### src/rtl/hzd_pkg.sv
package hzd_pkg;

    // Which control word enters the decode/execute register.
    typedef enum logic {
        SLOT_PASS   = 1'b0,
        SLOT_BUBBLE = 1'b1
    } slot_sel_e;

    // Enables handed back to fetch and decode.
    typedef struct packed {
        logic      pc_we;
        logic      ifid_we;
        slot_sel_e slot;
    } stall_ctl_t;

    function automatic stall_ctl_t make_ctl(input logic stall);
        stall_ctl_t c;
        c.pc_we   = ~stall;
        c.ifid_we = ~stall;
        c.slot    = stall ? SLOT_BUBBLE : SLOT_PASS;
        return c;
    endfunction

endpackage

### src/rtl/hzd_src_cmp.sv
module hzd_src_cmp #(
    parameter int REG_AW      = 5,
    parameter bit ZERO_EXEMPT = 1'b1
) (
    input  logic              load_in_ex,
    input  logic [REG_AW-1:0] dst,
    input  logic [REG_AW-1:0] src,
    output logic              hit
);

    logic same_reg;
    assign same_reg = (dst == src);

    generate
        if (ZERO_EXEMPT) begin : g_exempt
            logic dst_live;
            assign dst_live = |dst;
            assign hit = load_in_ex & dst_live & same_reg;
        end else begin : g_plain
            assign hit = load_in_ex & same_reg;
        end
    endgenerate

endmodule

### src/rtl/hzd_bubble_mux.sv
module hzd_bubble_mux
    import hzd_pkg::*;
#(
    parameter int CTRL_W = 9
) (
    input  slot_sel_e         slot,
    input  logic [CTRL_W-1:0] ctrl_in,
    output logic [CTRL_W-1:0] ctrl_out
);

    always_comb begin
        unique case (slot)
            SLOT_BUBBLE: ctrl_out = '0;
            default:     ctrl_out = ctrl_in;
        endcase
    end

endmodule

### src/rtl/load_use_stall.sv
module load_use_stall
    import hzd_pkg::*;
#(
    parameter int REG_AW      = 5,
    parameter int CTRL_W      = 9,
    parameter bit ZERO_EXEMPT = 1'b1
) (
    input  logic              ex_mem_rd,
    input  logic [REG_AW-1:0] ex_dst,
    input  logic [REG_AW-1:0] id_src_a,
    input  logic [REG_AW-1:0] id_src_b,
    input  logic [CTRL_W-1:0] id_ctrl,
    output logic              pc_we,
    output logic              ifid_we,
    output logic              ctrl_zero_sel,
    output logic [CTRL_W-1:0] ex_ctrl
);

    localparam int NUM_SRC = 2;

    logic [REG_AW-1:0]  srcs [NUM_SRC];
    logic [NUM_SRC-1:0] hits;
    logic               stall;
    stall_ctl_t         ctl;

    assign srcs[0] = id_src_a;
    assign srcs[1] = id_src_b;

    // One comparator per decode source operand.
    generate
        for (genvar g = 0; g < NUM_SRC; g++) begin : g_src
            hzd_src_cmp #(
                .REG_AW      (REG_AW),
                .ZERO_EXEMPT (ZERO_EXEMPT)
            ) u_cmp (
                .load_in_ex (ex_mem_rd),
                .dst        (ex_dst),
                .src        (srcs[g]),
                .hit        (hits[g])
            );
        end
    endgenerate

    assign stall = |hits;
    assign ctl   = make_ctl(stall);

    hzd_bubble_mux #(
        .CTRL_W (CTRL_W)
    ) u_mux (
        .slot     (ctl.slot),
        .ctrl_in  (id_ctrl),
        .ctrl_out (ex_ctrl)
    );

    assign pc_we         = ctl.pc_we;
    assign ifid_we       = ctl.ifid_we;
    assign ctrl_zero_sel = (ctl.slot == SLOT_BUBBLE);

    always_comb begin
        AST_HOLD_PAIRED: assert (pc_we == ifid_we) else $error("pc and ifid enables differ");
        AST_BUBBLE_ZERO: assert (!ctrl_zero_sel || ex_ctrl == '0) else $error("bubble carries control");
        AST_PASS_THROUGH: assert (ctrl_zero_sel || ex_ctrl == id_ctrl) else $error("control altered");
        AST_NOLOAD_FREE: assert (ex_mem_rd || pc_we) else $error("stall without load");
        AST_SEL_VS_HOLD: assert (ctrl_zero_sel == !pc_we) else $error("select and hold disagree");
        if (ZERO_EXEMPT) begin
            AST_ZERO_DST: assert (ex_dst != '0 || pc_we) else $error("stall on register zero");
        end
    end

endmodule

### config.mk
export PLATFORM = sky130hd
export DESIGN_NAME = load_use_stall
export DESIGN_NICKNAME = d
export VERILOG_FILES = /design/src/rtl/hzd_pkg.sv /design/src/rtl/hzd_src_cmp.sv /design/src/rtl/hzd_bubble_mux.sv /design/src/rtl/load_use_stall.sv
export SDC_FILE = /design/constraint.sdc
export NUM_CORES = 1
export LEC_CHECK = 0
export BUFFER_PORTS_ARGS = -buffer_cell sky130_fd_sc_hd__buf_2
export CORE_AREA = 5 5 42 44
export DETAILED_ROUTE_END_ITERATION = 6
export DIE_AREA = 0 0 47 49
export PLACE_DENSITY = 0.49
export SYNTH_ARGS = -nofsm -noshare
export SYNTH_HDL_FRONTEND = slang
export SYNTH_HIERARCHICAL = 1
export SYNTH_SLANG_ARGS = --single-unit
### constraint.sdc
create_clock -name vclk -period 1.8
set_input_delay 0.36 -clock vclk [all_inputs]
set_output_delay 0.36 -clock vclk [all_outputs]
set_load 0.01 [all_outputs]
### After elaboration in Yosys (flattened, before gate mapping)

Index checks and enable logic that the tools add are counted.

* logic and storage cells: 10
* flip-flop bits (word level): 0
* bits of input ports: 25

* bitwise operators: 4
* eq/ne operators: 2
* reduce and logical (&&, ||, !) cells: 2
* multiplexer cells: 2

Operators with widths (number)
* 5-bit == test: 2
* 9-bit two-way mux: 1
* 5-bit OR reduction: 1
* 1-bit AND: 3
* 2-bit OR reduction: 1
* 1-bit two-way mux: 1
* 1-bit NOT: 1

### Logic depth before layout (Yosys ltp)

Gate-level depths: netlist (run 1).

* depth after elaboration: 6
* depth in mapped cells: 5

### By module

The synthesis (run 1) kept the hierarchy.

Modules (own cells, without submodules)
* hzd_src_cmp: area each 76.3 sq um, cells each 10, seq. area each 0.0 sq um, times used 2
* hzd_bubble_mux: area each 56.3 sq um, cells each 9, seq. area each 0.0 sq um, times used 1
* load_use_stall: area each 17.5 sq um, cells each 3, seq. area each 0.0 sq um, times used 1

### Least setup slack after synthesis (run 1)

Ideal clock, no wire load.

* path type: input-to-output
* start point: input port ex_dst[1]
* end point: output port ex_ctrl[0]
* cell stages on the path: 5
* path slack: 0.006 ns
* data arrival time: 1.434 ns
* path buffers: 0
* required time: 1.440 ns
* cell sequence: nor4_2 > o21ai_1 > and4_1 > or2_1 > nor2b_1

* word-level cells in the longest chain between the ends: 6

Ends and longest elaborated chain
* from (decl): line load_use_stall.sv:9 `input logic [REG_AW-1:0] ex_dst,`
* 5-bit OR reduction: line hzd_src_cmp.sv:17 `assign dst_live = |dst;`
* 1-bit AND: line hzd_src_cmp.sv:18 `assign hit = load_in_ex & dst_live & same_reg;`
* 1-bit AND (*): line hzd_src_cmp.sv:18
* net hits[1]: line load_use_stall.sv:22 `logic [NUM_SRC-1:0] hits;`
* 2-bit OR reduction (*): line load_use_stall.sv:44 `assign stall = |hits;`
* 1-bit two-way mux (*): line hzd_pkg.sv:20 `c.slot = stall ? SLOT_BUBBLE : SLOT_PASS;`
* net ctrl_zero_sel: line load_use_stall.sv:15 `output logic ctrl_zero_sel,`
* 9-bit two-way mux (*): line hzd_bubble_mux.sv:12 `unique case (slot)`
* to (decl): line load_use_stall.sv:16 `output logic [CTRL_W-1:0] ex_ctrl`

Mark *: on every way through the listed nets, which the timed path passes. The rest lies on a longest branch.

### Worst setup path after layout (run 1)

* start point: input port ex_dst[0]
* end point: output port ex_ctrl[2]

* word-level cells in the longest chain between the ends: 6

Ends and longest elaborated chain (line)
* 5-bit OR reduction: hzd_src_cmp.sv:17
* 1-bit AND: hzd_src_cmp.sv:18
* 1-bit AND (*): hzd_src_cmp.sv:18
* net hits[0]: load_use_stall.sv:22
* 2-bit OR reduction (*): load_use_stall.sv:44
* 1-bit two-way mux (*): hzd_pkg.sv:20
* 9-bit two-way mux (*): hzd_bubble_mux.sv:12

Marked as above.

==> results of run 1 <==
-- path summary, 6_finish.rpt --
kind                  cells past startpoint    endpoint        from  slack, ns
worst max-delay path                      7  ex_ctrl[2]   ex_dst[0]      -0.07
worst min-delay path                      3  ex_ctrl[4]  id_ctrl[4]       1.02
-- synthesized netlist by cell type --
cell / number
nor3_1: 2
xnor2_1: 2
nor4_2: 2
nor2b_1: 9
nor2_1: 1
or2_0: 2
buf_4: 1
nand2_1: 2
xor2_1: 6
o21ai_1: 2
or2_1: 1
and4_1: 2
-- tightest hold or removal path, cell delays in order --
cell and delay [ns]:
buf_2 0.07, nor2b_1 0.10, buf_2 0.13
-- layout make-up --
cell class	instances	area share, %
multi-input cells	32	51.1
well taps	16	4.05
repair buffers	38	44.8
-- stage by stage --
step	cell area, um^2	hold slack (ns)	worst slack (ns)	total power [mW]	utilization, %
floorplan	226	0.857	0.00620	0.0393	-
global placement	432	1.02	-0.222	0.0913	30.8
detailed placement	432	1.02	-0.236	0.0917	30.8
CTS	468	1.02	-0.0839	0.0997	33.4
global route	494	1.03	-0.182	0.115	35.3
finish	494	1.02	-0.0676	0.104	35.3
-- timing repair --
action	4_1_cts	5_1_grt
endpoints found under the setup margin	10	10
pin swaps	7	2
gates resized for setup	8	9
cloned	1	0
-- cell families (layout without fill, tap and decap cells) --
family | count (synthesis) | count (layout) | synth area share (%)
AOI/OAI and AO/OA | 2 | 2 | 4.42
buffers and inverters | 1 | 38 | 3.32
and+or+nand+nor | 21 | 22 | 61.3
xor gates and xnor gates | 8 | 8 | 30.9
-- report_power, final --
| group | total (mW) | internal (mW) | switching (mW) | leakage (nW) |
|---|---|---|---|---|
| sequential | 0 | 0 | 0 | 0 |
| clock | 0 | 0 | 0 | 0 |
| combinational | 0.104 | 0.0584 | 0.0459 | 0.248 |
| total | 0.104 | 0.0584 | 0.0459 | 0.248 |
-- layer usage --
metal,part of all wire [%],vias to the layer above
li1,-,184
met1,29,149
met2,51,26
met3,20,0
met4,0,0
met5,0,-
==> impl_results.md, run 1 <==
- Status: finished with violations
- Failing checks: negative setup slack
- Die W: 47 um
- Vias in the first global route: 332
- Worst endpoint required time: 1.44 ns
- Mapped cell area: 226 um^2
- Pwr Density: 211 nW/um^2
- Syn avg cell area: 7.08 um^2
- First-pass GRT wire length: 1260 um
- Hold Fails Final Rpt: 0
- Commonest non-fill, non-tap cell in the layout: buf_2
- Critical path class: primary input to output port
- Number of non-filler instances in the completed layout: 86
- Slowest stage cell on the critical path: or2_4
- Grt met3 use: 0.369%
- Clkbuf count: 0
- Post-CTS Hold Fix Bufs: 0
- Filler instances: 158
- Register cell area after layout: 0 um^2
- CP Capture Type: output port
- Gpl congestion: 0.616
- Initial antenna violation count: 0
- Final WL: 903 um
- Core area: 1400 um^2
- Share of cells above drive strength 1: 62.9%
- Finish-stage setup viols: 9
- DRC Markers: 0
- I/O pins: 37
- First drt pass iteration count: 1
- ANT nets after route: 0
- Met2 usage: 15.6%
- RSZ-0062 raised after global routing: yes
- Ordered cell list for the critical path: buf_8 > nor4_4 > o21ai_1 > and4_4 > or2_4 > nor2b_1 > buf_2
- Grt total ovfl: 0
- Critical Path Max Stage Delay: 0.27 ns
- Leak: 0.248 nW
- CP bufs+invs: 2
- Vias: 359
- Area leader, netlist: nor2b_1
- Placed instance count: 85
- Fmax: 535 MHz
- Crit path DAT: 1.51 ns
- Vias per std cell: 4.17
- Multi-input logic area: 253 um^2
- Cell count after synthesis: 32
- Setup_tns: -0.453 ns
- Max VDD drop: 0.0000671 V
- PortBufs: 37
- Initial Util: 16.2%
- Postcts setup bufs: 0
- Post-synth cell types: 12
- Syn nets: 57
- Diodes inserted: 0
- Fin. max-slew vios: 0
- Synth area leaders: nor2b_1 25%, xor2_1 23%, nor4_2 11%, and4_1 7.7%, xnor2_1 7.7%
- Max-cap viol count: 0
- Nets: 97
- Grt met1 use: 6.52%
- DR WL/cell: 10.5 um
- Initial DRC count: 0
- GR peak layer: met2
- Period utilisation layout: 104%
- Setup crit start kind: primary input
- Final worst slack: -0.0676 ns
- CP max FO: 5
- Worst slew pin tran: 0.194 ns
- Area Overhead vs Synth: 118%
- Full die area: 2300 um^2
- Tightest Hold Check Type: primary input to output port
- Synth top area share: 24.9%
- Seq/Total Area, Yosys: 0%
- Final worst path period need: 1.87 ns
- Slew headroom: 86.9%
- Yosys Warn Count: 6
- Die H: 49 um
- Critical path's top delay family: simple AND/OR/NAND/NOR gates
- Most frequent cells in the layout: 33 x buf_2, 9 x nor2b_1, 6 x xor2_1
- Cell row count: 14
- Total track usage: 7.02%
- Largest net degree at the start of global routing: 6
- Sequential cell count: 0
Power figures use the tool's default switching activity.
==> run 2, diff against run 1 <==
--- a/config.mk
+++ b/config.mk
@@ -10,6 +10,7 @@
 export DETAILED_ROUTE_END_ITERATION = 6
 export DIE_AREA = 0 0 47 49
 export PLACE_DENSITY = 0.49
+export REMOVE_ABC_BUFFERS = 1
 export SYNTH_ARGS = -nofsm -noshare
 export SYNTH_HDL_FRONTEND = slang
 export SYNTH_HIERARCHICAL = 1
==> constraint.sdc (replaced) <==
create_clock -name vclk -period 2
set_input_delay 0.4 -clock vclk [all_inputs]
set_output_delay 0.4 -clock vclk [all_outputs]
set_load 0.01 [all_outputs]
==> impl_results.md, run 2 (synthesis gave the netlist of run 1 again) <==
- Status: complete, no violations
- Final worst path period need: 1.93 ns
- Largest net degree at the start of global routing: 6
- Vias in the first global route: 332
- First drt pass iteration count: 1
- Crit path DAT: 1.53 ns
- Pwr Density: 190 nW/um^2
- DRC Markers: 0
- Initial antenna violation count: 0
- Share of cells above drive strength 1: 62.9%
- Tightest Hold Check Type: primary input to output port
- Critical Path Max Stage Delay: 0.26 ns
- Worst slew pin tran: 0.197 ns
- Placed instance count: 85
- Core area: 1400 um^2
- Critical path class: primary input to output port
- PortBufs: 37
- Nets: 97
- Fin. max-slew vios: 0
- Vias: 352
- Register cell area after layout: 0 um^2
- Period utilisation layout: 96.6%
- Number of non-filler instances in the completed layout: 86
- Hold Fails Final Rpt: 0
- Post-CTS Hold Fix Bufs: 0
- Final WL: 894 um
- Fmax: 518 MHz
- Ordered cell list for the critical path: buf_12 > nor4_4 > o21ai_1 > and4_4 > or2_4 > nor2b_1 > buf_2
- Setup_tns: 0 ns
- Slew headroom: 86.8%
- CP Capture Type: output port
- CP max FO: 5
- Leak: 0.249 nW
- Vias per std cell: 4.09
- Util after Layout: 35.1%
- CP bufs+invs: 2
- Initial Util: 16.2%
- ANT nets after route: 0
- I/O pins: 37
- Sequential cell count: 0
- Initial DRC count: 0
- Die W: 47 um
- Postcts setup bufs: 0
- Most frequent cells in the layout: 33 x buf_2, 9 x nor2b_1, 6 x xor2_1
- Critical path's top delay family: simple AND/OR/NAND/NOR gates
- Max-cap viol count: 0
- Total track usage: 6.32%
- Max VDD drop: 0.0000622 V
- DR WL/cell: 10.4 um
- Slowest stage cell on the critical path: nor4_4
- Die H: 49 um
- Hold slack: 1.10 ns
- First-pass GRT wire length: 1210 um
- Finish-stage setup viols: 0
- Worst endpoint required time: 1.60 ns
- Commonest non-fill, non-tap cell in the layout: buf_2
- Full die area: 2300 um^2
- RSZ-0062 raised after global routing: yes
- Area Overhead vs Synth: 117%
- Clkbuf count: 0
- Gpl congestion: 0.670
- Grt total ovfl: 0
- Cell row count: 14
- Setup crit start kind: primary input
- Diodes inserted: 0
run 2: final cells by class:
cell class / instances / area, um^2
multi-input combinational: 32 / 253
timing repair buffer: 38 / 219
tap: 16 / 20.0
fill: 147 / 910
run 2: metrics by stage:
stage | total power, mW | setup slack [ns] | instance area [um^2]
6_report | 0.0936 | 0.0678 | 492
5_1_grt | 0.104 | -0.0434 | 492
4_1_cts | 0.0838 | 0.00630 | 443
3_5_place_dp | 0.0820 | -0.107 | 432
3_3_place_gp | 0.0824 | -0.114 | 432
2_1_floorplan | 0.0346 | 0.126 | 219
run 2: power breakdown:
group / leakage [nW] / total (mW) / internal [mW] / switching (mW)
registers: 0 / 0 / 0 / 0
logic: 0.249 / 0.0936 / 0.0528 / 0.0408
clock network: 0 / 0 / 0 / 0
run 2: layer usage:
layer / vias to the layer above / routed length [um] / global-route usage, %
met3: 0 / 196 / 0.369
met2: 26 / 463 / 12.7
met1: 142 / 234 / 7.17
li1: 184 / - / -
met4: 0 / 0 / 0
met5: - / 0 / 0
run 2: what timing repair did:
| item | 4_1_cts | 5_1_grt |
|---|---|---|
| gates cloned | 1 | 0 |
| resized for setup | 2 | 14 |
| hold endpoints to repair | 0 | 0 |
| pin swaps | 6 | 6 |
| setup endpoints to repair | 10 | 9 |
run 2: path summary, 6_finish.rpt:
kind / from / end / slack [ns] / cells after the start
worst max-delay path: ex_dst[1] / ex_ctrl[4] / 0.07 / 7
worst min-delay path: id_ctrl[2] / ex_ctrl[2] / 1.10 / 3
run 2: tightest hold or removal path, cell delays in order:
cell and delay [ns]:
buf_2 0.07, nor2b_1 0.10, buf_2 0.13
==> run 3, diff against run 2 <==
--- a/config.mk
+++ b/config.mk
@@ -9,7 +9,7 @@
 export CORE_AREA = 5 5 42 44
 export DETAILED_ROUTE_END_ITERATION = 6
 export DIE_AREA = 0 0 47 49
-export PLACE_DENSITY = 0.49
+export PLACE_DENSITY = 0.51
 export REMOVE_ABC_BUFFERS = 1
 export SYNTH_ARGS = -nofsm -noshare
 export SYNTH_HDL_FRONTEND = slang
==> constraint.sdc (replaced) <==
create_clock -name vclk -period 1.67
set_input_delay 0.334 -clock vclk [all_inputs]
set_output_delay 0.334 -clock vclk [all_outputs]
set_load 0.01 [all_outputs]
==> impl_results.md, run 3 (synthesis gave the netlist of run 1 again) <==
- Vias in the first global route: 341
- Finish-stage setup viols: 10
- Grt total ovfl: 0
- First-pass GRT wire length: 1390 um
- Failing checks: negative setup slack
- CP bufs+invs: 2
- Critical path class: primary input to output port
- Multi-input logic area: 249 um^2
- Fmax: 552 MHz
- First drt pass iteration count: 2
- Crit path DAT: 1.48 ns
- Largest net degree at the start of global routing: 6
- Sequential cell count: 0
- Gpl congestion: 0.715
- DR WL/cell: 9.75 um
- Period utilisation layout: 108%
- RSZ-0062 raised after global routing: yes
- Postcts setup bufs: 0
- Most frequent cells in the layout: 34 x buf_2, 9 x nor2b_1, 6 x xor2_1, 3 x buf_4
- Total power: 0.111 mW
- PortBufs: 37
- Diodes inserted: 0
- Max-cap viol count: 0
- Slew headroom: 87.1%
- Initial DRC count: 2
- Cell row count: 14
- Filler instances: 144
- CP max FO: 5
- Post-CTS Hold Fix Bufs: 0
- DRC Markers: 0
- Pwr Density: 223 nW/um^2
- Clkbuf count: 0
- Full die area: 2300 um^2
- Fin. max-slew vios: 0
- Final worst path period need: 1.81 ns
- Initial Util: 16.2%
- Final worst slack: -0.141 ns
- Vias: 372
- Initial antenna violation count: 0
- Leak: 0.258 nW
- Die H: 49 um
- Vias per std cell: 4.23
- Final WL: 858 um
- Commonest non-fill, non-tap cell in the layout: buf_2
- Status: finished with violations
- Setup_tns: -1.04 ns
- Critical Path Max Stage Delay: 0.28 ns
- Worst endpoint required time: 1.34 ns
- Nets: 99
- Share of cells above drive strength 1: 65.3%
- CP Capture Type: output port
- Register cell area after layout: 0 um^2
- Worst slew pin tran: 0.192 ns
- ANT nets after route: 0
- Setup crit start kind: primary input
- Util after Layout: 35.6%
- Die W: 47 um
- Max VDD drop: 0.0000720 V
- Hold Fails Final Rpt: 0
- Area Overhead vs Synth: 120%
- Slowest stage cell on the critical path: or2_4
- Core area: 1400 um^2
- Ordered cell list for the critical path: buf_8 > nor4_2 > o21ai_1 > and4_1 > or2_4 > nor2b_1 > buf_2
- Tightest Hold Check Type: primary input to output port
- Critical path's top delay family: simple AND/OR/NAND/NOR gates
- I/O pins: 37
- Total track usage: 7.44%
run 3: metal layers:
metal  wire length (um)  global-route usage (%)  vias to the layer above  part of all wire [%]
li1                   -                       -                      189                     -
met1                256                    8.91                      159                    30
met2                445                    14.5                       24                    52
met3                155                   0.369                        0                    18
met4                  0                       0                        0                     0
met5                  0                       0                        -                     0
run 3: metrics by stage:
step                      setup WS, ns  instance area, um^2  cells  hold slack [ns]
final                           -0.141                  499     88            0.968
after detailed placement        -0.306                  447     87            0.974
after global placement          -0.292                  447     87            0.971
after CTS                       -0.159                  492     88            0.972
after floorplan                -0.0718                  219     31            0.805
after global routing            -0.221                  499     88            0.982
run 3: worst min-delay path, stage by stage:
cell and delay, ns:
buf_2 0.07, nor2b_1 0.10, buf_2 0.13
run 3: worst paths after layout:
kind | from | endpoint | slack (ns) | depth (start not counted)
max | ex_dst[3] | ex_ctrl[1] | -0.14 | 7
min | id_ctrl[0] | ex_ctrl[0] | 0.97 | 3
run 3: report_power, final:
part	internal [mW]	switching (mW)
Sequential	0	0
Combinational	0.0627	0.0486
Clock	0	0
Total	0.0627	0.0486
run 3: area by class of cell:
cell class | instances | area share, %
well taps | 16 | 4.01
multi-input cells | 32 | 49.9
repair buffers | 40 | 46.1
run 3: what timing repair did:
item	4_1_cts	5_1_grt
resized for setup	11	2
pin swaps	10	1
endpoints found under the setup margin	12	12
gates cloned	1	0
